## src/rtl/tlbw_pkg.sv

```systemverilog
package tlbw_pkg;
  localparam int WORD_W  = 32;
  localparam int PAGE_LSB = 12;
  localparam int VPN_W   = WORD_W - PAGE_LSB;
  localparam int ASID_W  = 4;
  localparam int GROUP_W = 4;
  localparam int SLOT_W  = 5;

  localparam logic [2:0] SEL_CTRL = 3'd0;
  localparam logic [2:0] SEL_EPN  = 3'd1;
  localparam logic [2:0] SEL_SEG  = 3'd2;
  localparam logic [2:0] SEL_RPN  = 3'd3;
  localparam logic [2:0] SEL_ASID = 3'd4;

  localparam int CTRL_RSV_BIT = 27;
  localparam int CTRL_IDX_LSB = 8;
  localparam int EPN_VALID_BIT = 9;
  localparam int SEG_GRP_LSB = 5;
  localparam int SEG_GUARD_BIT = 4;
  localparam int SEG_PS_LSB = 2;
  localparam int SEG_VALID_BIT = 0;
  localparam int RPN_SMALL16_BIT = 3;

  typedef enum logic [1:0] {
    PG4K   = 2'd0,
    PG16K  = 2'd1,
    PG512K = 2'd2,
    PG8M   = 2'd3
  } pageSizeT;

  typedef struct packed {
    logic               valid;
    logic [VPN_W-1:0]   epn;
    logic [ASID_W-1:0]  asid;
    logic [VPN_W-1:0]   rpn;
    pageSizeT           size;
    logic [GROUP_W-1:0] group;
    logic               guarded;
  } tlbEntryT;

  typedef struct packed {
    logic              commit;
    logic [SLOT_W-1:0] slot;
    logic              reserveOn;
    tlbEntryT          entry;
  } tlbStrobeT;

  // Page-number bits that take part in a compare for each size.
  function automatic logic [VPN_W-1:0] cmpMask(pageSizeT s);
    case (s)
      PG16K:   return 20'hFFFFC;
      PG512K:  return 20'hFFF80;
      PG8M:    return 20'hFF800;
      default: return 20'hFFFFF;
    endcase
  endfunction
endpackage

```

## src/rtl/tlbw_ctrl.sv

```systemverilog
module tlbw_ctrl
  import tlbw_pkg::*;
#(
  parameter int ENTRIES = 32,
  parameter int RESERVED = 4,
  parameter logic [31:0] CTRL_RESET = 32'h0400_0000
) (
  input  logic              clk,
  input  logic              rstN,
  input  logic              wrEn,
  input  logic [2:0]        wrSel,
  input  logic [31:0]       wrData,
  output tlbStrobeT         strb,
  output logic [ASID_W-1:0] curAsid
);
  localparam logic [SLOT_W:0] SLOT_LIMIT = (SLOT_W+1)'(ENTRIES);
  localparam logic [SLOT_W:0] RSV_FLOOR  = (SLOT_W+1)'(ENTRIES - RESERVED);

  logic [SLOT_W-1:0]  slotQ;
  logic               rsvQ;
  logic [VPN_W-1:0]   stEpnQ;
  logic               stEValidQ;
  logic [ASID_W-1:0]  stAsidQ;
  logic [GROUP_W-1:0] stGroupQ;
  logic               stGuardQ;
  logic [1:0]         stPsQ;
  logic               stSValidQ;
  logic [ASID_W-1:0]  asidQ;

  logic unusedBits;
  assign unusedBits = ^{wrData[11:10], wrData[1]};

  always_ff @(posedge clk) begin
    if (!rstN) begin
      slotQ     <= CTRL_RESET[CTRL_IDX_LSB +: SLOT_W];
      rsvQ      <= CTRL_RESET[CTRL_RSV_BIT];
      stEpnQ    <= '0;
      stEValidQ <= 1'b0;
      stAsidQ   <= '0;
      stGroupQ  <= '0;
      stGuardQ  <= 1'b0;
      stPsQ     <= '0;
      stSValidQ <= 1'b0;
      asidQ     <= '0;
    end else if (wrEn) begin
      case (wrSel)
        SEL_CTRL: begin
          slotQ <= wrData[CTRL_IDX_LSB +: SLOT_W];
          rsvQ  <= wrData[CTRL_RSV_BIT];
        end
        SEL_EPN: begin
          stEpnQ    <= wrData[WORD_W-1:PAGE_LSB];
          stEValidQ <= wrData[EPN_VALID_BIT];
          stAsidQ   <= wrData[ASID_W-1:0];
        end
        SEL_SEG: begin
          stGroupQ  <= wrData[SEG_GRP_LSB +: GROUP_W];
          stGuardQ  <= wrData[SEG_GUARD_BIT];
          stPsQ     <= wrData[SEG_PS_LSB +: 2];
          stSValidQ <= wrData[SEG_VALID_BIT];
        end
        SEL_ASID: asidQ <= wrData[ASID_W-1:0];
        default: ;
      endcase
    end
  end

  pageSizeT newSize;
  logic     slotBlocked;

  always_comb begin
    case (stPsQ)
      2'b11:   newSize = PG8M;
      2'b01:   newSize = PG512K;
      default: newSize = wrData[RPN_SMALL16_BIT] ? PG16K : PG4K;
    endcase
  end

  assign slotBlocked = ({1'b0, slotQ} >= SLOT_LIMIT) ||
                       (rsvQ && ({1'b0, slotQ} >= RSV_FLOOR));

  always_comb begin
    strb.commit        = wrEn && (wrSel == SEL_RPN) && !slotBlocked;
    strb.slot          = slotQ;
    strb.reserveOn     = rsvQ;
    strb.entry.valid   = stEValidQ && stSValidQ;
    strb.entry.epn     = stEpnQ;
    strb.entry.asid    = stAsidQ;
    strb.entry.rpn     = wrData[WORD_W-1:PAGE_LSB];
    strb.entry.size    = newSize;
    strb.entry.group   = stGroupQ;
    strb.entry.guarded = stGuardQ;
  end

  assign curAsid = asidQ;

  // a space-register write is what the lookup matches against next cycle
  assert_asid_load_R5: assert property (@(posedge clk) disable iff (!rstN)
    (wrEn && wrSel == SEL_ASID) |=> (curAsid == $past(wrData[ASID_W-1:0])));

  // writes with unused select codes change no staged state
  assert_bad_sel_ignored_R2: assert property (@(posedge clk) disable iff (!rstN)
    (wrEn && wrSel > SEL_ASID) |=> ($stable(slotQ) && $stable(stEpnQ) &&
                                    $stable(stPsQ) && $stable(curAsid)));
endmodule

```

## src/rtl/tlbw_datapath.sv

```systemverilog
module tlbw_datapath
  import tlbw_pkg::*;
#(
  parameter int ENTRIES = 32,
  parameter int RESERVED = 4
) (
  input  logic               clk,
  input  logic               rstN,
  input  tlbStrobeT          strb,
  input  logic [ASID_W-1:0]  curAsid,
  input  logic [WORD_W-1:0]  lkEa,
  output logic               lkHit,
  output logic [WORD_W-1:0]  lkPa,
  output logic [GROUP_W-1:0] lkGroup,
  output logic               lkGuarded,
  output logic [SLOT_W-1:0]  lkSlot
);
  tlbEntryT tableQ [ENTRIES];
  logic [ENTRIES-1:0] matchVec;
  logic [VPN_W-1:0]   eaVpn;

  assign eaVpn = lkEa[WORD_W-1:PAGE_LSB];

  for (genvar g = 0; g < ENTRIES; g++) begin : gSlot
    always_ff @(posedge clk) begin
      if (!rstN) tableQ[g] <= '0;
      else if (strb.commit && strb.slot == SLOT_W'(g)) tableQ[g] <= strb.entry;
    end
    assign matchVec[g] = tableQ[g].valid && (tableQ[g].asid == curAsid) &&
                         (((tableQ[g].epn ^ eaVpn) & cmpMask(tableQ[g].size)) == '0);
  end

  logic              anyHit;
  logic [SLOT_W-1:0] hitSlot;

  always_comb begin
    anyHit  = 1'b0;
    hitSlot = '0;
    for (int i = ENTRIES - 1; i >= 0; i--) begin
      if (matchVec[i]) begin
        anyHit  = 1'b1;
        hitSlot = SLOT_W'(i);
      end
    end
  end

  tlbEntryT         selEntry;
  logic [VPN_W-1:0] selMask;

  always_comb begin
    selEntry = tableQ[hitSlot];
    selMask  = cmpMask(selEntry.size);
    if (anyHit) begin
      lkPa      = {(selEntry.rpn & selMask) | (eaVpn & ~selMask), lkEa[PAGE_LSB-1:0]};
      lkGroup   = selEntry.group;
      lkGuarded = selEntry.guarded;
      lkSlot    = hitSlot;
    end else begin
      lkPa      = '0;
      lkGroup   = '0;
      lkGuarded = 1'b0;
      lkSlot    = '0;
    end
  end

  assign lkHit = anyHit;

  // a commit leaves exactly the merged entry in its slot
  assert_commit_stored_R3: assert property (@(posedge clk) disable iff (!rstN)
    strb.commit |=> (tableQ[$past(strb.slot)] == $past(strb.entry)));

  // no lower slot matches when a hit is reported
  assert_lowest_wins_R9: assert property (@(posedge clk) disable iff (!rstN)
    lkHit |-> (matchVec[lkSlot] &&
               ((matchVec & ~({ENTRIES{1'b1}} << lkSlot)) == '0)));

  // a miss means no slot matched at all
  assert_miss_clean_R1: assert property (@(posedge clk) disable iff (!rstN)
    !lkHit |-> (matchVec == '0 && lkPa == '0));

  // reserved slots keep their contents while the reserve bit is set
  for (genvar r = ENTRIES - RESERVED; r < ENTRIES; r++) begin : gRsvChk
    assert_reserved_kept_R10: assert property (@(posedge clk) disable iff (!rstN)
      strb.reserveOn |=> $stable(tableQ[r]));
  end
endmodule

```

## src/rtl/tlb_entry_writer.sv

```systemverilog
module tlb_entry_writer
  import tlbw_pkg::*;
#(
  parameter int ENTRIES = 32,
  parameter int RESERVED = 4,
  parameter logic [31:0] CTRL_RESET = 32'h0400_0000
) (
  input  logic        clk,
  input  logic        rstN,
  input  logic        wrEn,
  input  logic [2:0]  wrSel,
  input  logic [31:0] wrData,
  input  logic [31:0] lkEa,
  output logic        lkHit,
  output logic [31:0] lkPa,
  output logic [3:0]  lkGroup,
  output logic        lkGuarded,
  output logic [4:0]  lkSlot
);
  tlbStrobeT         strb;
  logic [ASID_W-1:0] curAsid;

  tlbw_ctrl #(
    .ENTRIES(ENTRIES), .RESERVED(RESERVED), .CTRL_RESET(CTRL_RESET)
  ) uCtrl (
    .clk(clk), .rstN(rstN), .wrEn(wrEn), .wrSel(wrSel), .wrData(wrData),
    .strb(strb), .curAsid(curAsid)
  );

  tlbw_datapath #(
    .ENTRIES(ENTRIES), .RESERVED(RESERVED)
  ) uPath (
    .clk(clk), .rstN(rstN), .strb(strb), .curAsid(curAsid), .lkEa(lkEa),
    .lkHit(lkHit), .lkPa(lkPa), .lkGroup(lkGroup), .lkGuarded(lkGuarded),
    .lkSlot(lkSlot)
  );
endmodule

```

## config.mk

```make
export PLATFORM = sky130hd
export DESIGN_NAME = tlb_entry_writer
export DESIGN_NICKNAME = d
export VERILOG_FILES = /design/src/rtl/tlbw_pkg.sv /design/src/rtl/tlbw_ctrl.sv /design/src/rtl/tlbw_datapath.sv /design/src/rtl/tlb_entry_writer.sv
export SDC_FILE = /design/constraint.sdc
export NUM_CORES = 2
export LEC_CHECK = 0
export ABC_AREA = 1
export BUFFER_PORTS_ARGS = -buffer_cell sky130_fd_sc_hd__buf_2
export CAP_MARGIN = 20
export CORE_UTILIZATION = 51
export DETAILED_ROUTE_END_ITERATION = 10
export PLACE_DENSITY = 0.64
export SYNTH_ARGS = -nofsm -noshare
export SYNTH_HDL_FRONTEND = slang
export SYNTH_SLANG_ARGS = --single-unit
export TNS_END_PERCENT = 10
```

## constraint.sdc

```tcl
create_clock -name clk -period 4.3 [get_ports clk]
set_input_delay 0.215 -clock clk [delete_from_list [all_inputs] [get_ports clk]]
set_output_delay 0.215 -clock clk [all_outputs]
set_load 0.01 [all_outputs]
```

## Word level (Yosys, flattened, before mapping)

Memories as Yosys holds them, arrays and structs flattened.
Cells that the tools add are included.

- $lt $le $gt $ge: 1
- Reductions and logical operators: 139
- Mux-type cells: 232
- Bitwise operators: 100
- Equality and inequality tests: 168

Operators by type and width:

| kind | count |
|---|---|
| 52-bit 2-to-1 mux | 32 |
| 11-bit case mux with 3 select lines | 33 |
| 20-bit bitwise AND | 34 |
| 20-bit logical NOT | 32 |
| 20-bit bitwise XOR | 32 |
| 5-bit 2-to-1 mux | 33 |
| 2-bit equality test, second input constant | 67 |
| 1-bit 2-to-1 mux | 131 |
| 4-bit equality test | 32 |
| 1-bit logical AND | 100 |
| 5-bit equality test, second input constant | 16 |
| 2-bit by 1-bit equality test with 1-bit output, second input constant | 34 |
| 5-bit by 4-bit equality test with 1-bit output, second input constant | 8 |
| 32-bit 2-to-1 mux | 1 |
| 1-bit OR | 32 |
| 5-bit by 3-bit equality test with 1-bit output, second input constant | 4 |
| 20-bit inverter | 1 |
| 20-bit OR | 1 |
| 5-bit by 2-bit equality test with 1-bit output, second input constant | 2 |
| 2-bit AND reduction | 4 |
| 3-bit by 2-bit equality test with 1-bit output, second input constant | 2 |
| 5-bit by 1-bit equality test with 1-bit output, second input constant | 1 |
| 5-bit >= comparator, second input constant | 1 |
| 5-bit logical NOT | 1 |
| other kinds (6) | 6 |

- Output and inout port bits: 43
- Flip-flop bits (word level): 43
- Bits of input ports: 70
- Memories kept: 1
- RAM bits: 1664

Memories:

| memory | depth | bits a word | read ports | clocked after memory_dff | wr ports | line | text |
|---|---|---|---|---|---|---|---|
| uPath.tableQ | 32 | 52 | 33 | 0 | 32 | tlbw_datapath.sv:18 | `tlbEntryT tableQ [ENTRIES];` |

## Depth between registers and ports, before layout

An unclocked memory read counts as a cell.

- Depth after elaboration: 45
- Gate-level depth with buffers: 54
- Gate-level depth less buffers: 52

## By module

A second synthesis with hierarchy kept.

- Cell total of the unflattened synthesis: 8808
- Area total of the unflattened synthesis: 83661.5 um^2

Modules (own cells, without submodules):

| module | times used | area each (um^2) | cells an instance |
|---|---|---|---|
| tlbw_datapath | 1 | 81605.8 | 8500 |
| tlbw_ctrl | 1 | 2055.7 | 308 |

## Worst setup path after synthesis

No wires, ideal clock.

- Path kind: register -> output
- Start point: reg uCtrl.asidQ[1], in the netlist uCtrl.curAsid[1]
- End point: out lkPa[14]
- Stages on the path, launching flop included: 30
- Data required time: 4085 ps
- Buffers on the path: 10
- Path slack: 502 ps
- Arrival time: 3583 ps
- Cell sequence: dfxtp_1 > buf_4 > inv_2 > buf_4 > buf_4 > buf_6 > buf_6 > buf_6 > buf_4 > o21ai_1 > nor4_1 > nand2_1 > nor4b_1 > nand3_1 > nand2_1 > inv_1 > a21oi_2 > inv_1 > buf_2 > buf_4 > buf_2 > nand3_1 > nand3_1 > nand3_1 > nand2_1 > nand2_1 > nand2_1 > nand2_1 > nand2_1 > a21oi_1

- Cells in the longest elaborated chain, start to end: 42
- Elaborated cells on any way between the ends: 170
- Those cells by class: 35 x eq/ne; 66 x mux; 4 x bitwise; 64 x reduce/logical; 1 x memory

RTL lines:

| what | line | text |
|---|---|---|
| from (decl) | tlbw_ctrl.sv:28 | `logic [ASID_W-1:0] asidQ;` |
| from (signal assigned) | tlbw_ctrl.sv:62 | `SEL_ASID: asidQ <= wrData[ASID_W-1:0];` |
| 4-bit equality test | tlbw_datapath.sv:29 | `assign matchVec[g] = tableQ[g].valid && (tableQ[g].asid == curAsid) &&` |
| 1-bit logical AND (2 in series) | tlbw_datapath.sv:29 |  |
| 5-bit 2-to-1 mux (32 in series) | tlbw_datapath.sv:40 | `if (matchVec[i]) begin` |
| memory read 32 x 52 bit | n/a |  |
| 2-bit equality test or 2-bit by 1-bit equality test with 1-bit output (tied branches) | tlbw_pkg.sv:50 | `case (s)` |
| 11-bit case mux with 3 select lines | tlbw_pkg.sv:50 |  |
| 20-bit inverter | tlbw_datapath.sv:54 | `lkPa = {(selEntry.rpn & selMask) \| (eaVpn & ~selMask), lkEa[PAGE_LSB-1:0]};` |
| 20-bit bitwise AND | tlbw_datapath.sv:54 |  |
| 20-bit OR | tlbw_datapath.sv:54 |  |
| 32-bit 2-to-1 mux * | tlbw_datapath.sv:53 | `if (anyHit) begin` |
| to (decl) | tlb_entry_writer.sv:15 | `output logic [31:0] lkPa,` |

Mark *: on every way between the ends. The rest lies on a longest branch, timed or not.

## Final worst setup path

- Start point: reg uCtrl.asidQ[2], in the netlist uCtrl.curAsid[2]
- End point: out lkPa[17]

The elaborated chain is that of the path after synthesis.

==> metrics.txt <==
Mapped Area 83300 sq um; fill count 13200; Avg Cell Area, Syn 9.59 sq um; Crit Path Class reg -> out; Rows 147; Synth Register Bits 1707; worst r2r path cells 7; EDFF count, synth 1664; first-pass GRT wire length 440 mm; Worst R2R Start uCtrl.slotQ[3]; Synth top area share 60.0%; P_int 28.6 mW; Yosys Warn Count 0; most frequent CP cell nand2_1; drt total wl 309 mm; core area 161000 sq um; Post-DRT Antenna Nets 0; VDD IR max 406 uV; Worst-path clk slew 60 ps; largest net degree at the start of global routing 72; Final Hold Viols 0; terminus of the critical flop-to-flop path uPath.tableQ[22][50]; CTS Root Cell clkbuf_16; Synth area leaders edfxtp_1 (60%), nor2_1 (9.6%), nand2_1 (6.3%), nand3_1 (5.3%), xor2_1 (2.1%); Seq pwr share 50.5%; Max Root-Sink Buffers 3; Crit. End Element output port; TritonCTS clock tree yes; Logic pwr share 7.6%; Critical Path Max Stage Delay 440 ps; HPWL Detailed 194 mm; Net Sw Power 9.04 mW; max cap viols 0; final setup fails 43; minimum clock period 6020 ps; Switching Fraction 24.0%; Finished Core Util 62.1%; status complete, but fails checks; vias per cell 6.05; Register Area 50800 sq um; Die Y-Extent 406 um; f_max 166 MHz; Fin Hold WS 6.75 ps; asr flop ratio synth 0%; Critical Path Start Type register; Tot GR Track Use 36.8%; drt wl/cell 26.6 um; Lkg Pwr 38.8 nW; Clock Sink Count 1707; Clk pwr share 41.9%; Final Net Count 9367; Mapped Cells 8679; Inserted Clock Buffers 181; power per cell area 376 nW/um^2; Crit Path Max Fanout 8; commonest non-fill, non-tap cells in the layout nor2_1 (2100), edfxtp_1 (1664), nand2_1 (1308); register area share after synthesis 61.0%; unrepaired setup endpoints after global routing true; GR Overflow Total 0; I/O Pins 113; vias in the first global route 66600; HP Start wrData[29]; most common cell after layout, fill and taps aside nor2_1; H-tree levels 4; hold depth 3; Slew Limit Headroom 21.2%; die area 165000 sq um; Skew-Pair Late Insertion Delay 860 ps; total number of vias 70200; failing checks setup timing; dpl ws -1320 ps; min-delay worst type in -> reg; period utilization 140%; worst-margin pin slew 1180 ps; Worst Path Arrival 5800 ps; synth unique cells 62; DRC Markers 0; Crit. Startpoint uCtrl.curAsid[2]; CP required 4090 ps; Synth Flop Type edfxtp_1; Final Max Slew Viols 0; syn nets 8749; worst setup margin -1720 ps; TritonRoute pass-1 iters 9; clk_skew 46.6 ps; multi-input logic area 29000 sq um; Initial Util 51.6%; Synth area leader edfxtp_1; PortBufs 112; initial antenna violation count 4; share of layout cells above drive strength 1 18.1%; Layout area overhead 20.3%; hold endpoint uCtrl.stEpnQ[17]; chip width 406 um; Initial DRC Count 8917; reg2reg setup slack 1100 ps; Slowest cell on crit path dfxtp_4; global placer's final weighted congestion 0.983
Yosys cell counts, drive strengths merged (19+ instances only):
| library cell | number |
|---|---|
| o21ai | 290 |
| nor3b | 19 |
| nand2 | 1405 |
| nor2 | 2125 |
| nand3 | 889 |
| nand4 | 157 |
| or2 | 92 |
| nand3b | 40 |
| edfxtp | 1664 |
| o2111ai | 32 |
| dfxtp | 43 |
| xor2 | 198 |
| clkbuf | 395 |
| o31ai | 25 |
| inv | 398 |
| a221oi | 25 |
| a21oi | 99 |
| xnor2 | 147 |
| nor4 | 87 |
| o22ai | 104 |
| nor3 | 66 |
| buf | 273 |
power groups by stage:
stage / Clock (mW) / Combinational [mW] / Sequential, mW
2_1_floorplan: 0 / 1.46 / 19.3
3_3_place_gp: 0 / 2.70 / 19.3
3_5_place_dp: 0 / 2.73 / 19.4
4_1_cts: 15.8 / 2.78 / 19.0
5_1_grt: 16.4 / 3.03 / 19.1
6_report: 15.8 / 2.88 / 19.0
cells by family (layout without fill, tap and decap cells):
group | Yosys count | in the layout | share of synthesized area (%)
muxes | 1 | 1 | 0.0120
xor gates and xnor gates | 345 | 345 | 3.63
buffers and inverters | 1074 | 1841 | 5.65
DFF | 1707 | 1707 | 61.0
and+or+nand+nor | 4930 | 4931 | 25.2
other | 0 | 1 | 0
AOI/OAI and AO/OA | 622 | 622 | 4.43
worst max path at each step:
stage          endpoint  slack, ps  depth (start not counted)
2_1_floorplan  lkPa[14]        500                         29
3_3_place_gp   lkPa[22]      -1420                         52
3_5_place_dp   lkPa[22]      -1320                         52
4_1_cts        lkPa[12]      -1570                         53
5_1_grt        lkPa[15]      -2030                         50
6_report       lkPa[17]      -1720                         43
timing repair:
item                                   4_1_cts  5_1_grt
buffers inserted                            21       12
setup endpoints to repair                   43       43
resized for setup                          155      170
gates cloned                                 9        6
pin swaps                                   31       65
endpoints found under the hold margin      221        0
hold buffers                                36        0
area by class of cell:
class                   count  area share, %
repair buffers           1102           10.1
well taps                2160           2.70
inverters                 406           1.61
diodes                      1        0.00250
multi-input cells        5899           28.9
clock inverters            84          0.885
flip-flops and latches   1707           50.7
clock buffers             249           4.99
per-stage QoR:
stage / setup TNS (ps) / total power, mW / cells / area (sq um)
finish: -46950 / 37.7 / 11600 / 100000
global route: -58170 / 38.5 / 11600 / 100000
detailed placement: -28060 / 22.1 / 11200 / 91900
global placement: -31930 / 22.0 / 11200 / 91800
CTS: -46770 / 37.6 / 11600 / 99200
floorplan: 0 / 20.8 / 8679 / 83300
worst max-delay path, delay by kind of cell, from the launching register on:
family,cells,cell delay [ps]
buf+inv,9,1360
xor+xnor,1,110
flops,1,440
simple gates,33,2980
routing by layer:
metal	wire length [um]	GRT usage [%]
met2	142000	58.4
met3	35000	7.24
met4	16500	18.0
met1	115000	48.5
met5	24	0
state kept, by name (all words and copies together) (netlist names):
register	cells
uPath.tableQ	1664
uCtrl.stEpnQ	20
uCtrl.slotQ	5
uCtrl.curAsid	4
uCtrl.stAsidQ	4
uCtrl.stGroupQ	4
uCtrl.stPsQ	2
uCtrl.rsvQ	1
uCtrl.stEValidQ	1
uCtrl.stGuardQ	1
uCtrl.stSValidQ	1
No activity file was read; power rests on OpenSTA's default activity.
